`config.mk`:
```
export PLATFORM = sky130hd
export DESIGN_NAME = conv_channel_ctrl
export DESIGN_NICKNAME = d
export VERILOG_FILES = /design/src/rtl/conv_ctrl_pkg.sv /design/src/rtl/conv_trig_sync.sv /design/src/rtl/conv_startup_timer.sv /design/src/rtl/conv_result_store.sv /design/src/rtl/conv_channel_ctrl.sv
export SDC_FILE = /design/constraint.sdc
export NUM_CORES = 1
export LEC_CHECK = 0
export ABC_AREA = 1
export CAP_MARGIN = 20
export CORE_MARGIN = 4
export CORE_UTILIZATION = 42
export CTS_CLUSTER_SIZE = 12
export DETAILED_ROUTE_END_ITERATION = 8
export GPL_TIMING_DRIVEN = 0
export HOLD_SLACK_MARGIN = 0.12
export PLACE_DENSITY = 0.77
export SLEW_MARGIN = 0
export SYNTH_ARGS = -nofsm -noshare
export SYNTH_HDL_FRONTEND = slang
export SYNTH_HIERARCHICAL = 1
export SYNTH_SLANG_ARGS = --single-unit
```
`constraint.sdc`:
```
create_clock -name clk -period 3.45 [get_ports clk]
set_input_delay 0.69 -clock clk [delete_from_list [all_inputs] [get_ports clk]]
set_output_delay 0.69 -clock clk [all_outputs]
set_load 0.01 [all_outputs]
```
`src/rtl/conv_ctrl_pkg.sv`:
```
package conv_ctrl_pkg;

  typedef enum logic [1:0] {
    ST_IDLE  = 2'd0,
    ST_START = 2'd1,
    ST_CONV  = 2'd2
  } conv_state_e;

  // Start-up ends in the cycle the counter has reached one or zero.
  function automatic logic startup_expired(input logic [31:0] cnt);
    return cnt <= 32'd1;
  endfunction

  // Filter has produced enough discarded outputs to trust the next one.
  function automatic logic filter_settled(input int seen, input int settle);
    return seen >= settle - 1;
  endfunction

  // Overflow: kept unless cleared or read, set on an unread replacement.
  function automatic logic overflow_next(input logic ovf, input logic coc,
                                         input logic accept, input logic rd,
                                         input logic clr);
    return (ovf & ~(rd | clr)) | (accept & coc & ~rd);
  endfunction

endpackage

```
`src/rtl/conv_trig_sync.sv`:
```
module conv_trig_sync #(
  parameter int STAGES = 2
) (
  input  logic clk,
  input  logic rst_n,
  input  logic async_in,
  output logic rise
);
  logic [STAGES:0] sh;

  always_ff @(posedge clk or negedge rst_n) begin
    if (!rst_n) sh <= '0;
    else        sh <= {sh[STAGES-1:0], async_in};
  end

  assign rise = sh[STAGES-1] & ~sh[STAGES];
endmodule

```
`src/rtl/conv_startup_timer.sv`:
```
module conv_startup_timer
  import conv_ctrl_pkg::*;
#(
  parameter int CNT_W = 8
) (
  input  logic             clk,
  input  logic             rst_n,
  input  logic             load,
  input  logic [CNT_W-1:0] load_val,
  input  logic             run,
  output logic             done
);
  logic [CNT_W-1:0] cnt;

  always_ff @(posedge clk or negedge rst_n) begin
    if (!rst_n)                   cnt <= '0;
    else if (load)                cnt <= load_val;
    else if (run && cnt != '0)    cnt <= cnt - 1'b1;
  end

  assign done = run & startup_expired(32'(cnt));
endmodule

```
`src/rtl/conv_result_store.sv`:
```
module conv_result_store
  import conv_ctrl_pkg::*;
#(
  parameter int DATA_W = 24
) (
  input  logic              clk,
  input  logic              rst_n,
  input  logic              accept,
  input  logic [DATA_W-1:0] sample,
  input  logic              rd,
  input  logic              clr,
  input  logic              irq_en,
  input  logic              dma_en,
  output logic [DATA_W-1:0] result,
  output logic              coc,
  output logic              ovf,
  output logic              irq,
  output logic              dma_req
);
  always_ff @(posedge clk or negedge rst_n) begin
    if (!rst_n) begin
      result  <= '0;
      coc     <= 1'b0;
      ovf     <= 1'b0;
      dma_req <= 1'b0;
    end else begin
      if (accept) result <= sample;
      coc     <= accept | (coc & ~rd);
      ovf     <= overflow_next(ovf, coc, accept, rd, clr);
      dma_req <= accept & dma_en;
    end
  end

  assign irq = coc & irq_en & ~dma_en;
endmodule

```
`src/rtl/conv_channel_ctrl.sv`:
```
module conv_channel_ctrl
  import conv_ctrl_pkg::*;
#(
  parameter int DATA_W    = 24,
  parameter int CNT_W     = 8,
  parameter int SETTLE    = 3,
  parameter int SYNC_STGS = 2
) (
  input  logic              clk,
  input  logic              rst_n,
  input  logic              chan_en,
  input  logic              master_en,
  input  logic              hw_trig_sel,
  input  logic              sw_trig,
  input  logic              hw_trig_async,
  input  logic              cont_mode,
  input  logic [CNT_W-1:0]  startup_cnt,
  input  logic              irq_en,
  input  logic              dma_en,
  input  logic              rd_strobe,
  input  logic              ovf_clr,
  input  logic              flt_valid,
  input  logic [DATA_W-1:0] flt_sample,
  output logic              flt_en,
  output logic              flt_resync,
  output logic              ready,
  output logic [DATA_W-1:0] result,
  output logic              coc,
  output logic              ovf,
  output logic              irq,
  output logic              dma_req
);
  localparam int SET_W = $clog2(SETTLE) + 1;

  conv_state_e      state, state_nxt;
  logic [SET_W-1:0] seen_cnt;

  // Named internal events, observed by the checker.
  logic active, hw_rise, trig_evt, start_evt, in_startup, startup_done;
  logic settled, accept;

  conv_trig_sync #(.STAGES(SYNC_STGS)) u_sync (
    .clk(clk), .rst_n(rst_n), .async_in(hw_trig_async), .rise(hw_rise)
  );

  assign active     = chan_en & master_en;
  assign trig_evt   = active & (hw_trig_sel ? hw_rise : sw_trig);
  assign in_startup = (state == ST_START);
  assign start_evt  = trig_evt & ~in_startup;

  conv_startup_timer #(.CNT_W(CNT_W)) u_timer (
    .clk(clk), .rst_n(rst_n), .load(start_evt), .load_val(startup_cnt),
    .run(in_startup), .done(startup_done)
  );

  assign settled = filter_settled(int'(seen_cnt), SETTLE);
  assign accept  = active & (state == ST_CONV) & flt_valid & settled & ~start_evt;

  always_comb begin
    state_nxt = state;
    if (!active)        state_nxt = ST_IDLE;
    else if (start_evt) state_nxt = ST_START;
    else begin
      case (state)
        ST_START: if (startup_done) state_nxt = ST_CONV;
        ST_CONV:  if (accept && !cont_mode) state_nxt = ST_IDLE;
        default:  state_nxt = state;
      endcase
    end
  end

  always_ff @(posedge clk or negedge rst_n) begin
    if (!rst_n) begin
      state      <= ST_IDLE;
      seen_cnt   <= '0;
      flt_resync <= 1'b0;
    end else begin
      state      <= state_nxt;
      flt_resync <= start_evt;
      if (start_evt)
        seen_cnt <= '0;
      else if (active && state == ST_CONV && flt_valid && !settled)
        seen_cnt <= seen_cnt + 1'b1;
    end
  end

  assign flt_en = (state != ST_IDLE);
  assign ready  = (state == ST_CONV);

  conv_result_store #(.DATA_W(DATA_W)) u_store (
    .clk(clk), .rst_n(rst_n), .accept(accept), .sample(flt_sample),
    .rd(rd_strobe), .clr(ovf_clr), .irq_en(irq_en), .dma_en(dma_en),
    .result(result), .coc(coc), .ovf(ovf), .irq(irq), .dma_req(dma_req)
  );
endmodule

```
# [Yosys cells after proc, flatten, opt, wreduce, memory -nomap -nowiden]
# Cells that the tools add are included.
[classes] eq_ne=5 bitwise=25 n_reduce_logical=12 order_cmp=2 n_mux=10 add_sub_neg=2
[ops] operator="1-bit bitwise AND" n=16
[ops] operator="8-bit 2-to-1 mux" n=2
[ops] operator="8-bit by 1-bit <= comparator with 1-bit output, second input constant" n=1
[ops] operator="2-bit 2-to-1 mux" n=4
[ops] operator="4-bit by 2-bit inequality test with 1-bit output, second input constant" n=2
[ops] operator="8-bit nonzero test" n=1
[ops] operator="8-bit by 1-bit subtractor with 8-bit output, second input constant" n=1
[ops] operator="3-bit 2-to-1 mux" n=2
[ops] operator="1-bit inverter" n=6
[ops] operator="2-bit nonzero test" n=3
[ops] operator="1-bit logical AND" n=5
[ops] operator="4-bit by 3-bit inequality test with 1-bit output, second input constant" n=1
[ops] operator="2-bit one-hot mux with 2 select lines" n=1
[ops] operator="3-bit by 1-bit adder with 3-bit output, second input constant" n=1
[ops] operator="3-bit by 2-bit greater-or-equal comparator with 1-bit output, second input constant" n=1
[ops] operator="1-bit bitwise OR" n=3
[ops] operator="3-bit AND reduction" n=1
[ops] operator="2-bit by 1-bit equality test with 1-bit output, second input constant" n=1
[ops] operator="2-bit equality test, second input constant" n=1
[ops] operator="1-bit logical NOT" n=2
[ops] operator="1-bit 2-to-1 mux" n=1
[word_totals] input_bits=45 word_cells=65 out_inout_bits=31 ff_bits=44

# [Depth between registers and ports, before layout]
[logic_depth] ltp_word=12 mapped_depth=13 depth_no_buf=11

# [By module]
# Netlist, hierarchy kept.
[modules_own_cells] module="conv_result_store" n_inst=1 cells_per_inst=116 area_per_inst_um2=1046.0 seq_area_each_um2=675.6
[modules_own_cells] module="conv_startup_timer" n_inst=1 cells_per_inst=90 area_per_inst_um2=633.1 seq_area_each_um2=200.2
[modules_own_cells] module="conv_channel_ctrl" n_inst=1 cells_per_inst=51 area_per_inst_um2=400.4 seq_area_each_um2=150.1
[modules_own_cells] module="conv_trig_sync" n_inst=1 cells_per_inst=5 area_per_inst_um2=85.1 seq_area_each_um2=75.1

# [Worst setup path before layout]
# OpenSTA, ideal clock, no wires.
[synth_timing] path_type="input port to flip-flop" start="input chan_en" end="register u_timer.cnt[7]" setup_ps=117 t_arrival_ps=1855 required_time_ps=3333 path_slack_ps=1479 n_path_buf=2 path_stages=10 cell_sequence="nand2_1 > inv_2 > nand3_2 > inv_1 > buf_4 > inv_1 > buf_2 > or2_2 > nand3_2 > nand2_1"
[synth_via] elab_chain_len=4 word_cells_on_any_way=5 cone_classes="1 x mux; 3 x bitwise; 1 x reduce/logical"
[synth_rtl] item="start: declaration" line="conv_channel_ctrl.sv:11" text="input logic chan_en,"
[synth_rtl] item="1-bit bitwise AND *" line="conv_channel_ctrl.sv:46" text="assign active = chan_en & master_en;"
[synth_rtl] item="1-bit bitwise AND *" line="conv_channel_ctrl.sv:47" text="assign trig_evt = active & (hw_trig_sel ? hw_rise : sw_trig);"
[synth_rtl] item="1-bit bitwise AND *" line="conv_channel_ctrl.sv:49" text="assign start_evt = trig_evt & ~in_startup;"
[synth_rtl] item="named net start_evt" line="conv_channel_ctrl.sv:39" text="logic active, hw_rise, trig_evt, start_evt, in_startup, startup_done;"
[synth_rtl] item="8-bit 2-to-1 mux / 2-bit nonzero test (equally long branches)"
[synth_rtl] item="end signal: assignment" line="conv_startup_timer.sv:17" text="else if (load) cnt <= load_val;"
[synth_rtl] item="end signal: assignment" line="conv_startup_timer.sv:18" text="else if (run && cnt != '0) cnt <= cnt - 1'b1;"
[synth_rtl] item="end: declaration" line="conv_startup_timer.sv:13" text="logic [CNT_W-1:0] cnt;"
# The timed path passes the listed nets; every way through them passes the cells marked *.
# A chain may end at the register's enable or synchronous reset.

# [Final worst setup path]
[layout_timing] start="input irq_en" end="output irq"
[layout_via] elab_chain_len=2
[layout_rtl] item="start: declaration" line="conv_channel_ctrl.sv:18" text="input logic irq_en,"
[layout_rtl] item="1-bit bitwise AND (2 in a row)" line="conv_result_store.sv:34" text="assign irq = coc & irq_en & ~dma_en;"
[layout_rtl] item="end: declaration" line="conv_channel_ctrl.sv:30" text="output logic irq,"
# No other way between the ends.

==> flow_metrics.env <==
export IMPL_cap_violations=0
export IMPL_power_density_nw_per_um2=547
export IMPL_clockPowerShare_pct=23.4
export IMPL_tightestPinTransition_ns=0.379
export IMPL_vdd_drop_max_mv=0.304
export IMPL_synth_distinct_cells=29
export IMPL_gr_usage_met3_pct=9.14
export IMPL_arrival_ns=1.82
export IMPL_holdBufCountCts=0
export IMPL_fmaxAchievable_mhz=399
export IMPL_p_switching_uw=572
export IMPL_clkLatencyLatePin_ns=0.30
export IMPL_drt_iter0_drc=63
export IMPL_slowest_stage="clkdlybuf4s50_1"
export IMPL_port_buffers=75
export IMPL_dieArea_um2=6370
export IMPL_worstPathCellList="clkdlybuf4s50_1 > nand2_1 > nor2_1 > clkdlybuf4s50_1"
export IMPL_placed_cell_area_um2=3010
export IMPL_die_h_um=79.8
export IMPL_use_met2_pct=27.1
export IMPL_slowest_delay_ns=0.54
export IMPL_ys_flop_type="dfrtp_1"
export IMPL_rows=25
export IMPL_layout_worst_path_cycle_share_pct=72.6
export IMPL_synthesis_area_um2=2160
export IMPL_drt_wl_total_um=4850
export IMPL_status="finished, final reports clean"
export IMPL_root_buffer="clkbuf_8"
export IMPL_drive_gt1_share_pct=11.6
export IMPL_dpl_hpwl_um=3700
export IMPL_swShare_pct=33.5
export IMPL_dp_cells=405
export IMPL_ys_seq_area_share_pct=50.9
export IMPL_p_int_mw=1.14
export IMPL_cp_required_ns=2.76
export IMPL_gp_congestion=0.892
export IMPL_clock_sinks=44
export IMPL_grt_use_total_pct=16.6
export IMPL_finClkSkew_ns=0.00482
export IMPL_cts_resized=0
export IMPL_pwr_share_seq_pct=41.5
export IMPL_setup_viol_count_final=0
export IMPL_relSlewSlack_pct=74.7
export IMPL_coreArea_um2=4850
export IMPL_combinationalPowerShare_pct=35.2
export IMPL_cts_buffers=5
export IMPL_cts_tree="yes"
export IMPL_vias_per_cell=4.61
export IMPL_final_cell_mix="nand2_1, clkdlybuf4s50_1, dfrtp_1"
export IMPL_first_pass_iters=4
export IMPL_min_period_ns=2.51
export IMPL_busiest_layer="met2"
export IMPL_worst_path_max_fanout=1
export IMPL_synth_edf_count=0
export IMPL_grt_overflow=0
export IMPL_start_util_pct=44.6
export IMPL_fillers=429
export IMPL_area_growth_pct=44.4
export IMPL_regArea_um2=1100
export IMPL_synth_seq_cells=44
export IMPL_die_x_um=79.8
export IMPL_fin_setup_tns_ns=0
export IMPL_start_kind="input port"
export IMPL_rsz0062_at_grt="false"
export IMPL_grt_max_degree=31
export IMPL_hold_class="in2async"
export IMPL_p_leak_nw=1.55
export IMPL_ant_nets=0
export IMPL_grt_pass1_wl_um=8210
export IMPL_syn_avg_cell_area_um2=8.26
export IMPL_ys_warn_count=6
export IMPL_finalNetCount=395
export IMPL_clock_path_buffers=2
export IMPL_drv_slew=0
export IMPL_grt_pass1_vias=1918
export IMPL_post_cts_buffers=0
export IMPL_htreeDepth=2
export IMPL_finalInstanceArea_um2=3130
export IMPL_path_clk_slew_ns=0.08
export IMPL_grt_use_met1_pct=18.4
export IMPL_cpMostUsedCell="clkdlybuf4s50_1"
export IMPL_ios=76
export IMPL_async_flop_share_pct=100
export IMPL_drc=0
export IMPL_critical_path_class="in2out"
export IMPL_final_cells=413
export IMPL_layout_commonest_cell="nand2_1"
export IMPL_multiInputGateArea_um2=896
export IMPL_postSynthCellCount=262
export IMPL_antenna_found_initial=0
export IMPL_antenna_cells=0
export IMPL_synthesis_nets=312
export IMPL_hold_viol=0
export IMPL_wl_per_cell_um=11.7
export IMPL_whs_ns=0.296
export IMPL_vias=1903
export IMPL_crit_path_end_kind="primary output"
==> cell families (layout without fill, tap and decap cells) <==
logic type	after synthesis	count (layout)	share of synthesized area (%)
AO/OA/AOI/OAI	21	21	6.53
adder cells (fa/ha/maj)	5	5	2.89
buffers and inverters	32	116	7.75
flip-flops	44	44	50.9
AND/OR/NAND/NOR	160	160	32.0
==> path summary, 6_finish.rpt <==
path | startpoint | endpoint | slack [ns] | cells after the start
setup / recovery | irq_en | irq | 0.94 | 4
hold / removal | rst_n | u_store/result[4] | 0.30 | 1
setup reg to reg | state[0] | u_timer/cnt[7] | 1.59 | 9
hold reg to reg | u_sync/sh[0] | u_sync/sh[1] | 0.36 | 0
max in group asynchronous | rst_n | flt_resync | 2.68 | 2
min in group clk | u_sync/sh[0] | u_sync/sh[1] | 0.36 | 0
==> registers in the layout (all words and copies together) (netlist names) <==
signal / count
flt_resync: 1
seen_cnt: 3
state: 2
u_store/coc: 1
u_store/dma_req: 1
u_store/ovf: 1
u_store/result: 24
u_sync/sh: 3
u_timer/cnt: 8
==> worst max-delay path: cells and delay by family <==
kind / cells / cell delay, ns
buffers and inverters: 2 / 0.99
and+or+nand+nor: 2 / 0.14
==> per-layer routing <==
| layer | vias to the layer above | wire length [um] |
|---|---|---|
| met5 | - | 0 |
| li1 | 971 | - |
| met4 | 0 | 71 |
| met2 | 59 | 2200 |
| met3 | 6 | 548 |
| met1 | 867 | 2030 |
==> power groups by stage <==
stage | clock network [mW] | logic (mW) | registers (mW)
floorplan | 0 | 0.318 | 0.735
global placement | 0 | 0.590 | 0.714
detailed placement | 0 | 0.606 | 0.717
CTS | 0.406 | 0.608 | 0.710
global route | 0.425 | 0.683 | 0.728
finish | 0.399 | 0.601 | 0.709
==> synthesized netlist by cell type (2+ instances only) <==
master	n	share of area (%)
buf_4	3	1.0
nor2_1	17	2.9
ha_1	5	2.9
dfrtp_1	44	51
buf_6	4	2.1
or2_2	3	0.87
inv_1	22	3.8
o21ai_0	6	1.4
nand2_1	114	20
nand3_1	12	2.8
nand3_2	2	0.92
nor2_2	3	0.87
o21ai_2	5	2.0
a21oi_1	6	1.4
nor3_1	2	0.46
==> stage by stage <==
stage                     utilization, %  setup WS (ns)  power [mW]
after global routing                64.5          0.876        1.84
after floorplan                        -           1.48        1.05
final                               64.5          0.945        1.71
after CTS                           64.5          0.939        1.72
after global placement              61.9          0.484        1.30
after detailed placement            62.2          0.803        1.32
==> final cells by class <==
class                           count  area share, %
Timing Repair Buffer               76           24.5
Tap cell                           67           2.68
Multi-Input combinational cell    186           28.7
Buffer                              8           2.32
Inverter                           24           3.04
Clock buffer                        5           2.20
Clock inverter                      3           1.36
Sequential cell                    44           35.2
(Power assumes the default switching activity.)
